[src/rtl/xor_sig_compactor.sv]
module xor_sig_compactor #(
  parameter int CHAINS = 32,
  parameter int LANES = 16,
  parameter logic [LANES-1:0] POLY = 16'hB400,
  parameter logic [LANES-1:0] REF_SIG = '0
) (
  input  logic              clk,
  input  logic              rst_n,
  input  logic [CHAINS-1:0] chain_out,
  input  logic              compact_en,
  input  logic              clear,
  input  logic              cmp_strobe,
  input  logic              unload,
  output logic              sig_out,
  output logic              pass_flag
);
  localparam int GROUP = CHAINS / LANES;

  logic [LANES-1:0] lanes;
  logic [LANES-1:0] misr;
  logic [LANES-1:0] misr_nx;

  always_comb begin
    lanes = '0;
    for (int g = 0; g < GROUP; g++)
      lanes ^= chain_out[g*LANES +: LANES];
  end

  always_comb begin
    if (clear)           misr_nx = '0;
    else if (unload)     misr_nx = {1'b0, misr[LANES-1:1]};
    else if (compact_en) misr_nx = {1'b0, misr[LANES-1:1]} ^ (misr[0] ? POLY : '0) ^ lanes;
    else                 misr_nx = misr;
  end

  always_ff @(posedge clk or negedge rst_n) begin
    if (!rst_n) begin
      misr      <= '0;
      pass_flag <= 1'b0;
    end else begin
      misr <= misr_nx;
      if (clear)           pass_flag <= 1'b0;
      else if (cmp_strobe) pass_flag <= (misr == REF_SIG);
    end
  end

  assign sig_out = misr[0];
endmodule

[config.mk]
export PLATFORM = sky130hd
export DESIGN_NAME = xor_sig_compactor
export DESIGN_NICKNAME = d
export VERILOG_FILES = /design/src/rtl/xor_sig_compactor.sv
export SDC_FILE = /design/constraint.sdc
export NUM_CORES = 1
export LEC_CHECK = 0
export BUFFER_PORTS_ARGS = -buffer_cell sky130_fd_sc_hd__buf_4
export CAP_MARGIN = 20
export CORE_ASPECT_RATIO = 0.75
export CORE_MARGIN = 10
export CORE_UTILIZATION = 50
export DETAILED_ROUTE_END_ITERATION = 8
export PLACE_DENSITY = 0.88
export SETUP_SLACK_MARGIN = 0.1
export SYNTH_ARGS = -nofsm -noshare
export SYNTH_HDL_FRONTEND = slang
export SYNTH_SLANG_ARGS = --single-unit
[constraint.sdc]
create_clock -name clk -period 1.7 [get_ports clk]
set_input_delay 0.085 -clock clk [delete_from_list [all_inputs] [get_ports clk]]
set_output_delay 0.085 -clock clk [all_outputs]
set_load 0.01 [all_outputs]
# ---- After elaboration in Yosys (flattened, before gate mapping)
# Cells that the tools add are included.
dict set report totals {
  regBits 17
  in_bits 38
  output_inout_bits 2
  elab_cells 14
}
dict set report classes {
  mux 6
  bitwise 3
  n_reduce_logical 3
}
# cell count
set op_table {}
lappend op_table {{16-bit 2-to-1 mux} 4}
lappend op_table {{16-bit bitwise XOR} 2}
lappend op_table {{16-bit logical NOT} 1}
lappend op_table {{15-bit by 16-bit bitwise XOR with 16-bit output} 1}
lappend op_table {{3-bit nonzero test} 1}
lappend op_table {{1-bit 2-to-1 mux} 2}
lappend op_table {{2-bit nonzero test} 1}

# ---- Depth between registers and ports, before layout
dict set report logic_depth {
  word_depth 6
  ltp_mapped 5
}

# ---- Least setup slack after synthesis
# No wires, ideal clock.
dict set report synth_path {
  kind {register to register}
  start {register misr[14]}
  end {register pass_flag}
  t_arrival_ns 1.228
  required_time_ns 1.623
  setup_slack_ns 0.394
  path_stages_with_launch 5
  synth_period_minus_slack_ns 1.306
  path_cell_list {dfrtp_1 > or4_1 > nor3_2 > nand4_1 > a21oi_1}
}
dict set report synth_via {
  elab_chain_len 3
}
# item line
set synth_lines {}
lappend synth_lines {{start: declaration} 20} ;# logic [LANES-1:0] misr;
lappend synth_lines {{start signal: assignment} 41} ;# misr <= misr_nx;
lappend synth_lines {{16-bit logical NOT} 43} ;# else if (cmp_strobe) pass_flag <= (misr == REF_SIG);
lappend synth_lines {{1-bit 2-to-1 mux} 43}
lappend synth_lines {{1-bit 2-to-1 mux} 42} ;# if (clear) pass_flag <= 1'b0;
lappend synth_lines {{end signal: assignment} 43}
lappend synth_lines {{end: declaration} 15} ;# output logic pass_flag
# No other way between the ends. The select of a mux whose other input is x is not followed.
# A chain may end at the register's enable or synchronous reset.

# ---- Worst setup path after layout
# Same ends and word-level chain as after synthesis.

==> metrics.yaml <==
outcome:
  outcome: "finished, final reports clean"
worst_setup_path:
  critPathRequiredTime_ns: 1.94
  path_class: "reg -> reg"
  crit_path_start_kind: "flip-flop"
  worst_setup_path_end_kind: "flip-flop"
  cp_max_fo: 4
  cp.arrival_ns: 1.65
  cpPeakStageDelay_ns: 0.54
  cp_cell_sequence: "or4_1 > nor3_2 > nand4_1 > a21oi_1"
  critical-path-slowest-cell: "or4_1"
drt:
  wl_met1_um: 1480
  routed_wl_um: 3280
  drtIter0Drc: 63
  first_pass_iters: 4
  drcViolationCount: 0
  drtAntennaViolNets: 0
  met3_length_um: 240
  vias: 1212
  viasPerCell: 5.66
  top_layer_used: "met4"
  wl_per_cell_um: 15.3
  route.met2.wl_um: 1510
yosys:
  syn_nets: 181
  synthesis.area_sq_um: 1230
  synth_cell_type_count: 26
  yosysSeqAreaShare_pct: 34.5
  syn_inst: 143
  synth_top_area_share_pct: 34.5
  synth.ff_latch_count: 17
  synth_area_leaders: "dfrtp_1, xnor2_1, nand2b_1"
  syn-mean-instance-area_sq_um: 8.63
  yosysWarnings: 0
  yosys.area.top_type: "dfrtp_1"
placed_design:
  gp_congestion: 0.862
  dp_hpwl_um: 2450
  postPlaceCellArea_sq_um: 1530
  io_buffers: 39
  dp.cells: 209
clock_tree:
  hold_buffers: 1
  clockBufferDepth: 2
  cts_max_level: 1
  numCtsBuffers: 3
  insertion_delay_ns: 0.30
  postCtsSetupBuffers: 0
  clk_pin_slew_worst_paths_ns: 0.11
  cts_tree: "done"
  ctsResizeCount: 0
  cts_sinks: 17
  clock-root-buffer: "clkbuf_4"
layout:
  final_area_sq_um: 1570
  final_common_cell: "buf_4"
  n_fill_cell: 208
  diodes: 0
  drive_gt1_share_pct: 25.6
  nNetsFinal: 219
  fin_cells: 214
  regArea_sq_um: 425
  syn_to_final_growth_pct: 27.1
  fin_util_pct: 67.4
  most-common-layout-cells: "buf_4, xnor2_1, dfrtp_1"
  multiInputGateArea_sq_um: 709
timing:
  period_minus_slack_ns: 1.41
  max_freq_mhz: 709
  period_share_pct: 83.0
  setup_violations: 0
  max_slew_margin_pct: 72.2
  grt_setup_unrepaired: "false"
  finClkSkew_ns: 0.00698
  setup_tns_ns: 0
  worstMarginPinSlew_ns: 0.417
  hold-worst-slack_ns: 0.0412
  slew_violations: 0
  finalHoldViolCount: 0
pwr:
  p_comb_share_pct: 32.5
  pwr_density_cell_nw_per_um2: 651
  seqPwrFrac_pct: 44.7
  internal-power_mw: 0.697
  clockPowerShare_pct: 22.8
  ir_drop_uv: 489
  leakagePower_nw: 0.696
  p_sw_share_pct: 31.7
  switchingPower_mw: 0.323
floorplan:
  die_h_um: 63.0
  std_cell_rows: 15
  die_w_um: 77.4
  ios: 40
  die_area_sq_um: 4870
  core_area_sq_um: 2330
  start_util_pct: 53.0
global_route:
  grt_usage_pct: 13.8
  grt_max_degree: 45
  grt_pass1_vias: 1210
  antenna_found_initial: 0
  grt_pass1_wl_um: 5650
  overflow: 0
job:
  maxCapViolCount: 0
min_path:
  worstHoldPathType: "in -> reg"
==> logic make-up (layout without fill, tap and decap cells) <==
| group | Yosys count | in the layout | synth area share [%] |
|---|---|---|---|
| and+or+nand+nor | 40 | 40 | 18.4 |
| AOI/OAI and AO/OA | 43 | 43 | 24.1 |
| xor gates and xnor gates | 20 | 20 | 14.2 |
| muxes | 1 | 1 | 0.811 |
| buffers and inverters | 22 | 59 | 8.01 |
| DFF | 17 | 17 | 34.5 |
==> sequential cells by signal, indices dropped and copies added, names as in the netlist <==
name / flops
misr: 16
pass_flag: 1
==> area by class of cell <==
class	count	area share (%)
sequential	17	27.1
multi-input combinational	104	45.3
inverter	14	3.35
clock inverter	1	0.319
clock buffer	3	1.44
timing repair buffer	41	19.8
tap	34	2.71
==> power groups by stage <==
stage | clock (mW) | sequential [mW] | combinational (mW)
floorplan | 0 | 0.458 | 0.210
global placement | 0 | 0.462 | 0.318
detailed placement | 0 | 0.463 | 0.328
CTS | 0.234 | 0.456 | 0.333
global route | 0.262 | 0.460 | 0.366
finish | 0.233 | 0.456 | 0.331
==> path summary, 6_finish.rpt <==
path / startpoint / end / slack, ns / depth (start not counted)
max: misr[14] / pass_flag / 0.29 / 4
min: cmp_strobe / pass_flag / 0.04 / 3
max reg2reg: misr[14] / pass_flag / 0.29 / 4
min reg2reg: pass_flag / pass_flag / 0.58 / 2
max in group asynchronous: rst_n / misr[13] / 1.33 / 2
min in group asynchronous: rst_n / misr[3] / 0.18 / 2
==> Yosys cell counts <==
cell,n
a32oi_1,3
buf_2,1
nor2_1,14
nand3b_1,1
dfrtp_1,17
nand2b_1,13
or4_1,1
a21o_1,3
inv_2,1
a22oi_1,3
nand3_1,2
clkbuf_1,3
nand4b_1,3
inv_1,13
nand4_1,1
xnor2_1,20
buf_4,4
mux2i_1,1
nor4b_1,1
nor3_2,1
nor3_1,2
a2bb2oi_1,9
o211ai_1,3
o22ai_1,12
nor4_1,1
a21oi_1,10
==> worst max-delay path, delay by kind of cell (launching register included) <==
family	cells	cell delay, ns
flip-flops	1	0.42
AND/OR/NAND/NOR	3	0.76
AO/OA/AOI/OAI	1	0.16
==> metrics by stage <==
step / setup slack, ns / power [mW]
after floorplan: 0.394 / 0.668
after global placement: 0.346 / 0.780
after detailed placement: 0.316 / 0.791
after CTS: 0.285 / 1.02
after global routing: 0.185 / 1.09
final: 0.289 / 1.02
==> per-layer routing <==
metal | global-route usage, % | vias to the layer above
met4 | 5.23 | 0
met3 | 5.60 | 8
li1 | - | 588
met1 | 16.4 | 570
met5 | 0 | -
met2 | 21.6 | 46
Power figures use the tool's default switching activity.
